`src/rtl/otp_pkg.sv`:
```
package otp_pkg;

    localparam logic [7:0] OFS_CTRL = 8'h00;
    localparam logic [7:0] OFS_CSET = 8'h04;
    localparam logic [7:0] OFS_CCLR = 8'h08;
    localparam logic [7:0] OFS_TIME = 8'h10;
    localparam logic [7:0] OFS_DAT0 = 8'h20;
    localparam logic [7:0] OFS_DAT1 = 8'h30;
    localparam logic [7:0] OFS_DAT2 = 8'h40;
    localparam logic [7:0] OFS_DAT3 = 8'h50;

    localparam logic [15:0] UNLOCK_KEY = 16'h3E77;

    localparam int CB_BUSY   = 8;
    localparam int CB_ERR    = 9;
    localparam int CB_RELOAD = 10;

    localparam int PW_W   = 12;
    localparam int GAP_W  = 8;
    localparam int WORD_W = 32;
    localparam int BIT_W  = $clog2(WORD_W);

    typedef enum logic [2:0] {
        SQ_IDLE,
        SQ_EVAL,
        SQ_PRE,
        SQ_PULSE,
        SQ_POST
    } seq_state_e;

    function automatic logic is_data_ofs(input logic [7:0] a);
        return (a == OFS_DAT0) || (a == OFS_DAT1) || (a == OFS_DAT2) || (a == OFS_DAT3);
    endfunction

endpackage

```
`src/rtl/otp_fuse_array.sv`:
```
module otp_fuse_array
    import otp_pkg::*;
#(
    parameter int WORDS = 64,
    localparam int FA_W = $clog2(WORDS)
) (
    input  logic              clk,
    input  logic              rst_n,
    input  logic              we,
    input  logic [FA_W-1:0]   waddr,
    input  logic [BIT_W-1:0]  wbit,
    input  logic [FA_W-1:0]   raddr,
    output logic [WORD_W-1:0] rdata
);

    logic [WORDS-1:0][WORD_W-1:0] mem_d, mem_q;

    always_comb begin
        mem_d = mem_q;
        if (we) begin
            mem_d[waddr][wbit] = 1'b1;
        end
    end

    always_ff @(posedge clk or negedge rst_n) begin
        if (!rst_n) begin
            mem_q <= '0;
        end else begin
            mem_q <= mem_d;
        end
    end

    assign rdata = mem_q[raddr];

endmodule

```
`src/rtl/otp_prog_seq.sv`:
```
module otp_prog_seq
    import otp_pkg::*;
(
    input  logic             clk,
    input  logic             rst_n,
    input  logic             start,
    input  logic [1:0]       last_word,
    input  logic [PW_W-1:0]  pw,
    input  logic [GAP_W-1:0] gap,
    input  logic             cur_bit,
    output logic             busy,
    output logic             pulse,
    output logic             shift_en,
    output logic [1:0]       word_sel,
    output logic             fuse_we,
    output logic [BIT_W-1:0] bit_idx
);

    localparam int CNT_W = (PW_W > GAP_W) ? PW_W : GAP_W;

    typedef struct packed {
        seq_state_e       state;
        logic [CNT_W-1:0] cnt;
        logic [BIT_W-1:0] bidx;
        logic [1:0]       word;
    } seq_s;

    seq_s seq_d, seq_q;

    logic [CNT_W-1:0] pw_m1_c;
    logic [CNT_W-1:0] gap_c;
    logic             step_c;

    assign pw_m1_c = (pw == '0) ? '0 : CNT_W'(pw - 1'b1);
    assign gap_c   = CNT_W'(gap);

    always_comb begin
        seq_d    = seq_q;
        step_c   = 1'b0;
        shift_en = 1'b0;
        fuse_we  = 1'b0;
        unique case (seq_q.state)
            SQ_IDLE: begin
                if (start) begin
                    seq_d.state = SQ_EVAL;
                    seq_d.bidx  = '0;
                    seq_d.word  = '0;
                end
            end
            SQ_EVAL: begin
                if (cur_bit) begin
                    if (gap_c != '0) begin
                        seq_d.state = SQ_PRE;
                        seq_d.cnt   = gap_c;
                    end else begin
                        seq_d.state = SQ_PULSE;
                        seq_d.cnt   = pw_m1_c;
                    end
                end else begin
                    step_c = 1'b1;
                end
            end
            SQ_PRE: begin
                if (seq_q.cnt == CNT_W'(1)) begin
                    seq_d.state = SQ_PULSE;
                    seq_d.cnt   = pw_m1_c;
                end else begin
                    seq_d.cnt = seq_q.cnt - 1'b1;
                end
            end
            SQ_PULSE: begin
                if (seq_q.cnt == '0) begin
                    fuse_we = 1'b1;
                    if (gap_c != '0) begin
                        seq_d.state = SQ_POST;
                        seq_d.cnt   = gap_c;
                    end else begin
                        step_c = 1'b1;
                    end
                end else begin
                    seq_d.cnt = seq_q.cnt - 1'b1;
                end
            end
            SQ_POST: begin
                if (seq_q.cnt == CNT_W'(1)) begin
                    step_c = 1'b1;
                end else begin
                    seq_d.cnt = seq_q.cnt - 1'b1;
                end
            end
            default: seq_d.state = SQ_IDLE;
        endcase

        if (step_c) begin
            shift_en = 1'b1;
            if (seq_q.bidx == BIT_W'(WORD_W - 1)) begin
                if (seq_q.word == last_word) begin
                    seq_d.state = SQ_IDLE;
                end else begin
                    seq_d.word  = seq_q.word + 1'b1;
                    seq_d.bidx  = '0;
                    seq_d.state = SQ_EVAL;
                end
            end else begin
                seq_d.bidx  = seq_q.bidx + 1'b1;
                seq_d.state = SQ_EVAL;
            end
        end
    end

    always_ff @(posedge clk or negedge rst_n) begin
        if (!rst_n) begin
            seq_q <= '{state: SQ_IDLE, cnt: '0, bidx: '0, word: '0};
        end else begin
            seq_q <= seq_d;
        end
    end

    assign busy     = (seq_q.state != SQ_IDLE);
    assign pulse    = (seq_q.state == SQ_PULSE);
    assign word_sel = seq_q.word;
    assign bit_idx  = seq_q.bidx;

endmodule

```
`src/rtl/otp_bank_prog.sv`:
```
module otp_bank_prog
    import otp_pkg::*;
#(
    parameter bit BANKED    = 1'b1,
    parameter int NUM_WORDS = 64,
    localparam int FA_W     = $clog2(NUM_WORDS)
) (
    input  logic              clk,
    input  logic              rst_n,
    input  logic              bus_wr,
    input  logic [7:0]        bus_addr,
    input  logic [31:0]       bus_wdata,
    output logic [31:0]       bus_rdata,
    input  logic [FA_W-1:0]   fuse_raddr,
    output logic [31:0]       fuse_rdata,
    output logic              prog_pulse
);

    localparam int          NUM_BANKS  = NUM_WORDS / 4;
    localparam int          ADDR_LIMIT = BANKED ? NUM_BANKS : NUM_WORDS;
    localparam logic [31:0] TIME_MASK  = BANKED ? 32'h000F_FFFF : 32'h003F_FFFF;
    localparam logic [1:0]  LAST_WORD  = BANKED ? 2'd3 : 2'd0;

    typedef struct packed {
        logic [6:0]              ctl_addr;
        logic                    reload;
        logic [15:0]             key;
        logic                    err;
        logic [31:0]             timing;
        logic [3:0][WORD_W-1:0]  data;
        logic [6:0]              op_addr;
    } regs_s;

    regs_s regs_d, regs_q;

    logic             seq_busy;
    logic             seq_shift;
    logic [1:0]       seq_word;
    logic             seq_fwe;
    logic [BIT_W-1:0] seq_bit;
    logic             launch_c;
    logic [GAP_W-1:0] gap_c;
    logic [FA_W-1:0]  fuse_waddr;
    logic [1:0]       didx_c;

    always_comb begin
        unique case (bus_addr)
            OFS_DAT1: didx_c = 2'd1;
            OFS_DAT2: didx_c = 2'd2;
            OFS_DAT3: didx_c = 2'd3;
            default:  didx_c = 2'd0;
        endcase
    end

    always_comb begin
        regs_d   = regs_q;
        launch_c = 1'b0;
        if (bus_wr) begin
            if (bus_addr == OFS_CTRL) begin
                regs_d.ctl_addr = bus_wdata[6:0];
                regs_d.reload   = bus_wdata[CB_RELOAD];
                regs_d.key      = bus_wdata[31:16];
            end else if (bus_addr == OFS_CSET) begin
                regs_d.ctl_addr = regs_q.ctl_addr | bus_wdata[6:0];
                regs_d.reload   = regs_q.reload | bus_wdata[CB_RELOAD];
                regs_d.key      = regs_q.key | bus_wdata[31:16];
            end else if (bus_addr == OFS_CCLR) begin
                regs_d.ctl_addr = regs_q.ctl_addr & ~bus_wdata[6:0];
                regs_d.reload   = regs_q.reload & ~bus_wdata[CB_RELOAD];
                regs_d.key      = regs_q.key & ~bus_wdata[31:16];
                if (bus_wdata[CB_ERR]) begin
                    regs_d.err = 1'b0;
                end
            end else if (bus_addr == OFS_TIME) begin
                regs_d.timing = bus_wdata & TIME_MASK;
            end else if (is_data_ofs(bus_addr)) begin
                if (seq_busy) begin
                    regs_d.err = 1'b1;
                end else if (didx_c != 2'd0) begin
                    regs_d.data[didx_c] = bus_wdata;
                end else if (!regs_q.err) begin
                    if ((regs_q.key != UNLOCK_KEY) ||
                        (int'(regs_q.ctl_addr) >= ADDR_LIMIT)) begin
                        regs_d.err = 1'b1;
                    end else begin
                        regs_d.data[0] = bus_wdata;
                        regs_d.key     = '0;
                        regs_d.op_addr = regs_q.ctl_addr;
                        launch_c       = 1'b1;
                    end
                end
            end
        end
        if (seq_shift) begin
            regs_d.data[seq_word] = {1'b0, regs_q.data[seq_word][WORD_W-1:1]};
        end
    end

    always_ff @(posedge clk or negedge rst_n) begin
        if (!rst_n) begin
            regs_q <= '0;
        end else begin
            regs_q <= regs_d;
        end
    end

    generate
        if (BANKED) begin : g_banked
            assign gap_c      = regs_q.timing[19:12];
            assign fuse_waddr = FA_W'({regs_q.op_addr, seq_word});
        end else begin : g_flat
            assign gap_c      = {4'b0, regs_q.timing[15:12]};
            assign fuse_waddr = FA_W'(regs_q.op_addr);
        end
    endgenerate

    otp_prog_seq u_seq (
        .clk       (clk),
        .rst_n     (rst_n),
        .start     (launch_c),
        .last_word (LAST_WORD),
        .pw        (regs_q.timing[PW_W-1:0]),
        .gap       (gap_c),
        .cur_bit   (regs_q.data[seq_word][0]),
        .busy      (seq_busy),
        .pulse     (prog_pulse),
        .shift_en  (seq_shift),
        .word_sel  (seq_word),
        .fuse_we   (seq_fwe),
        .bit_idx   (seq_bit)
    );

    otp_fuse_array #(.WORDS(NUM_WORDS)) u_fuses (
        .clk   (clk),
        .rst_n (rst_n),
        .we    (seq_fwe),
        .waddr (fuse_waddr),
        .wbit  (seq_bit),
        .raddr (fuse_raddr),
        .rdata (fuse_rdata)
    );

    always_comb begin
        unique case (bus_addr)
            OFS_CTRL, OFS_CSET, OFS_CCLR:
                bus_rdata = {regs_q.key, 5'b0, regs_q.reload, regs_q.err,
                             seq_busy, 1'b0, regs_q.ctl_addr};
            OFS_TIME: bus_rdata = regs_q.timing;
            OFS_DAT0: bus_rdata = regs_q.data[0];
            OFS_DAT1: bus_rdata = regs_q.data[1];
            OFS_DAT2: bus_rdata = regs_q.data[2];
            OFS_DAT3: bus_rdata = regs_q.data[3];
            default:  bus_rdata = '0;
        endcase
    end

endmodule

```
`config.mk`:
```
export PLATFORM = sky130hd
export DESIGN_NAME = otp_bank_prog
export DESIGN_NICKNAME = d
export VERILOG_FILES = /design/src/rtl/otp_pkg.sv /design/src/rtl/otp_fuse_array.sv /design/src/rtl/otp_prog_seq.sv /design/src/rtl/otp_bank_prog.sv
export SDC_FILE = /design/constraint.sdc
export NUM_CORES = 2
export LEC_CHECK = 0
export BUFFER_PORTS_ARGS = -buffer_cell sky130_fd_sc_hd__clkbuf_2
export CAP_MARGIN = 20
export CORE_MARGIN = 4
export CORE_UTILIZATION = 55
export CTS_CLUSTER_SIZE = 28
export DETAILED_ROUTE_END_ITERATION = 12
export GPL_TIMING_DRIVEN = 0
export PLACE_DENSITY_LB_ADDON = 0.15
export SLEW_MARGIN = 20
export SYNTH_ARGS = -nofsm -noshare
export SYNTH_HDL_FRONTEND = slang
export SYNTH_HIERARCHICAL = 1
export SYNTH_SLANG_ARGS = --single-unit
```
`constraint.sdc`:
```
create_clock -name clk -period 5.1 [get_ports clk]
set_clock_uncertainty 0.1 [all_clocks]
set_input_delay 0.765 -clock clk [delete_from_list [all_inputs] [get_ports clk]]
set_output_delay 0.765 -clock clk [all_outputs]
set_load 0.005 [all_outputs]
```
Word-level counts from Yosys, hierarchy flattened
Cells that the tools add are included.
Widths: inputs -> output; s select.
{"block": "word_totals", "reg_bits": 2250, "in_bits": 49, "word_cells": 250}
{"block": "op_classes", "n_addsub": 4, "order_cmp": 10, "eq_ne": 32, "n_mux": 81, "bitwise": 18, "n_reduce_logical": 27}
{"operator": "$or 2048x2048->2048", "count": 1}
{"operator": "$mux 135", "count": 7}
{"operator": "$bwmux 128", "count": 2}
{"operator": "$bmux 32 s6", "count": 1}
{"operator": "$demux 32 s6", "count": 1}
{"operator": "$mux 32", "count": 6}
{"operator": "$pmux 32 s6", "count": 1}
{"operator": "$demux 32 s2", "count": 2}
{"operator": "$mux 128", "count": 1}
{"operator": "$mux 96", "count": 1}
{"operator": "$mux 17", "count": 5}
{"operator": "$mux 39", "count": 2}
{"operator": "$bmux 32 s2", "count": 1}
{"operator": "$mux 12", "count": 4}
{"operator": "$mux 24", "count": 2}
{"operator": "$pmux 12 s4", "count": 1}
{"operator": "$mux 7", "count": 5}
{"operator": "$mux 16", "count": 2}
{"operator": "$mux 15", "count": 2}
{"operator": "$logic_not 12->1", "count": 2}
{"operator": "$sub 12x1->12 const B", "count": 2}
{"operator": "$mux 1", "count": 23}
{"operator": "$and 16x16->16", "count": 1}
{"operator": "$eq 8x6->1 const B", "count": 2}
{"operator": "other kinds (59)", "count": 95}

Depth between registers and ports, before layout
{"block": "logic_depth", "depth_word": 17, "depth_mapped": 12, "ltp_nobuf": 11}

By module
Netlist, hierarchy kept.
{"mod": "otp_fuse_array", "n_inst": 1, "cells_per_inst": 6029, "area_each_um2": 84935.2, "seq_area_each_um2": 51249.2}
{"mod": "otp_bank_prog", "n_inst": 1, "cells_per_inst": 1011, "area_each_um2": 9446.6, "seq_area_each_um2": 4429.2}
{"mod": "otp_prog_seq", "n_inst": 1, "cells_per_inst": 241, "area_each_um2": 2039.5, "seq_area_each_um2": 550.5}

Worst setup path after synthesis
No wires, ideal clock.
{"block": "synth_timing", "path_kind": "in2out", "start": "input port fuse_raddr[0]", "end": "output port fuse_rdata[2]", "t_arrival_ps": 2336, "required_time_ps": 4235, "path_slack_ps": 1899, "stages": 7, "n_path_buf": 3, "path_cell_list": "buf_4 > buf_4 > buf_2 > mux4_2 > a211oi_1 > nor3_1 > o22a_1"}
{"block": "synth_via", "elab_chain_cells": 2}
{"element": "from (decl)", "line_no": "otp_bank_prog.sv:14", "source": "input logic [FA_W-1:0] fuse_raddr,"}
{"element": "$bmux 32 s6", "line_no": "otp_fuse_array.sv:33", "source": "assign rdata = mem_q[raddr];"}
{"element": "$mux 32 (not written as such)", "line_no": "otp_fuse_array.sv:33"}
{"element": "to (decl)", "line_no": "otp_bank_prog.sv:15", "source": "output logic [31:0] fuse_rdata,"}
No other way between the ends. The select of a mux whose other input is x is not followed.

Final worst setup path
{"block": "layout_timing", "start": "input port fuse_raddr[2]", "end": "output port fuse_rdata[11]"}
Same word-level chain as after synthesis.

==> results.ini <==
[power]
ir_drop_v=0.000310
switchingPower_mw=9.74
sw_frac_of_total=0.250
p_int_mw=29.3
comb_power_share=0.082
power.share.clock=0.448
pwr-share-seq=0.470
powerDensity_nw_per_um2=358
power.leakage_nw=48.3

[clock_network]
cts.sinks=2247
cts_buffer_depth=3
clock_latency_ns=0.86
numCtsBuffers=224
cts_root_buf=clkbuf_16
clkTransAtPathRegs_ns=0.06
post_cts_buffers=0
tritoncts=yes
h-tree-depth=4

[detailed_routing]
vias_per_cell=6.76
wirelength_um=336000
firstDrtPassIters=7
drt_first_iter_violations=8596
ant_nets=0
wl_per_cell_um=33.1
drc=0
num_vias=68800

[logic_synthesis]
muxShareOfSynthArea=0.133
yosys.cell_types.count=84
synth_xor_area_frac=0.00200
synthAdderAreaFrac=0.000908
ys_seq_area_frac=0.583
post_synth.cell_area_avg_um2=13.2
synth_edf_count=0
yosys_warnings=6
synth-compound-area-share=0.206
synth_top_family_by_area=compound AO/OA/AOI/OAI gates
yosys_most_used_dff=dfrtp_1
synthArstFlopShare=1.00
syn-instance-count=7281
synth_simple_gate_area_frac=0.0418
synthesis.area_um2=96400
synth-seq-cells=2247

[sta]
slew_headroom=0.136
finalHoldViolCount=0
max_freq_mhz=190
tightest_slew_ns=1.29
finalCriticalPeriod_ns=5.27
rsz0062_at_grt=false
setup_tns_ns=-0.634
maxSlewViolCount=0
period_share=1.03
setup_slack_ns=-0.170
setup_viol=15

[floorplanning]
dieHeight_um=427
rows=153
die_x_um=427
design.die.area_um2=182000
initial_core_util=0.554
ioPinCount=114
core_um2=174000

[setup_path]
endpoint_kind=primary output
path_cells=clkbuf_2 -> buf_2 -> buf_2 -> clkbuf_2 -> nand2b_2 -> o221ai_1 -> nor2_1 -> o22a_1 -> clkbuf_2
critPathArrivalTime_ns=4.41
critPathMaxStageDelay_ns=0.67
r2r_setup_slack_ns=-0.02
startpoint_type=input port
crit_fanout=10
slowest_stage=nor2_1
crit_path_frequent_cell=clkbuf_2
required_ns=4.24
criticalPathCategory=input port to primary output

[layout]
fin_nets=7713
final_cell_mix=2247 x dfrtp_1, 2041 x o21bai_1, 574 x clkbuf_1
area_growth_pct=13.2
final_cell_area_um2=109000
final_common_cell=dfrtp_1
drive_gt1_frac=0.161

[placed_design]
placed_area_um2=101000
gp_congestion=1.13
place_hpwl_um=238000
port_buffers=108

[global_route]
track_usage=0.372
first_global_vias=69300
overflow=0
grt_pass1_wl_um=490000
grt_max_degree=101
antenna_found_initial=16

[worst_hold_path]
hold_path.class=input port to register

[status]
violations=setup timing
status=finished, violations left

[flow_run]
timing.max_cap.violations=0

-- synthesized netlist by cell type (38+ instances only) --
master    count  area [µm²]
nand2_1     338        1270
nor3_1       73         365
nor2b_1      50         313
mux2i_1     231        2310
nor4_1       38         238
o21bai_1   2041       15300
a21oi_1      43         215
a31oi_1      71         444
mux4_2      449       10100
clkbuf_1    559        2100
o21ai_1      62         310
o21ai_0      44         220
nand3_1      92         460
nor2_1      128         480
dfrtp_1    2247       56200
o22ai_1     224        1400
buf_4        45         338
buf_2        71         355
-- power by group through the flow --
stage / Clock, mW / Sequential (mW) / Combinational, mW
2_1_floorplan: 0 / 18.6 / 1.64
3_3_place_gp: 0 / 18.7 / 2.94
3_5_place_dp: 0 / 18.6 / 3.09
4_1_cts: 17.6 / 18.3 / 3.12
5_1_grt: 18.4 / 18.3 / 3.40
6_report: 17.5 / 18.3 / 3.21
-- flip-flops by register name, indices dropped and copies added (netlist names), named ones only --
name	cells
u_fuses/mem_q	2048
regs_q	157
u_seq/seq_q	15
gap_c	8
u_seq/bit_idx	5
fuse_waddr	4
u_seq/word_sel	2
-- what timing repair did --
item	in CTS	in global routing
cloned	0	0
endpoints found under the setup margin	27	207
endpoints found under the hold margin	63	0
hold buffers	1	0
gates resized for setup	29	38
-- logic make-up (layout without fill, tap and decap cells) --
group	after synthesis	count (layout)
XOR/XNOR	22	22
other	1	15
flip-flops	2247	2247
AO/OA/AOI/OAI	2709	2709
multiplexers	716	716
adder cells (fa/ha/maj)	7	7
AND/OR/NAND/NOR	830	830
buffers and inverters	749	1309
-- layer usage --
metal	share of wire	GRT usage
met1	0.39	0.508
met2	0.43	0.526
met3	0.11	0.114
met4	0.074	0.228
met5	0.00032	0.00403
-- final cells by class --
type / count / area, µm²
buffer: 717 / 3110
multi-input combinational: 4286 / 37400
clock buffer: 330 / 6670
sequential: 2247 / 56200
tap: 2325 / 2910
timing repair buffer: 150 / 1510
antenna: 13 / 32.5
inverter: 31 / 116
clock inverter: 81 / 1140
fill: 13100 / 64900
-- stage by stage --
| stage | std cells | hold WS, ns | util | total power [mW] | setup slack (ns) |
|---|---|---|---|---|---|
| after floorplan | 7282 | 0.323 | - | 20.2 | 1.90 |
| after global placement | 9715 | 0.352 | 0.574 | 21.7 | -51.03 |
| after detailed placement | 9754 | 0.356 | 0.580 | 21.7 | -0.594 |
| after CTS | 10200 | 0.0765 | 0.626 | 39.1 | 0.00472 |
| after global routing | 10200 | 0.115 | 0.627 | 40.1 | 0.00400 |
| final | 10200 | 0.119 | 0.627 | 39.0 | -0.170 |
-- final timing paths --
check,start,to,depth (start not counted)
max,fuse_raddr[2],fuse_rdata[11],9
min,bus_wdata[12],regs_q[115],3
max reg2reg,u_seq/seq_q[15],u_fuses/mem_q[1068],9
min reg2reg,u_fuses/mem_q[334],u_fuses/mem_q[334],1
max in group asynchronous,rst_n,u_fuses/mem_q[1176],8
min in group asynchronous,rst_n,u_fuses/mem_q[1703],2
-- worst max-delay path: cells and delay by family --
family | cells | cell delay, ns
buffers and inverters | 5 | 1.75
AOI/OAI and AO/OA | 2 | 0.67
and+or+nand+nor | 2 | 1.17
No activity file was read; power rests on OpenSTA's default activity.
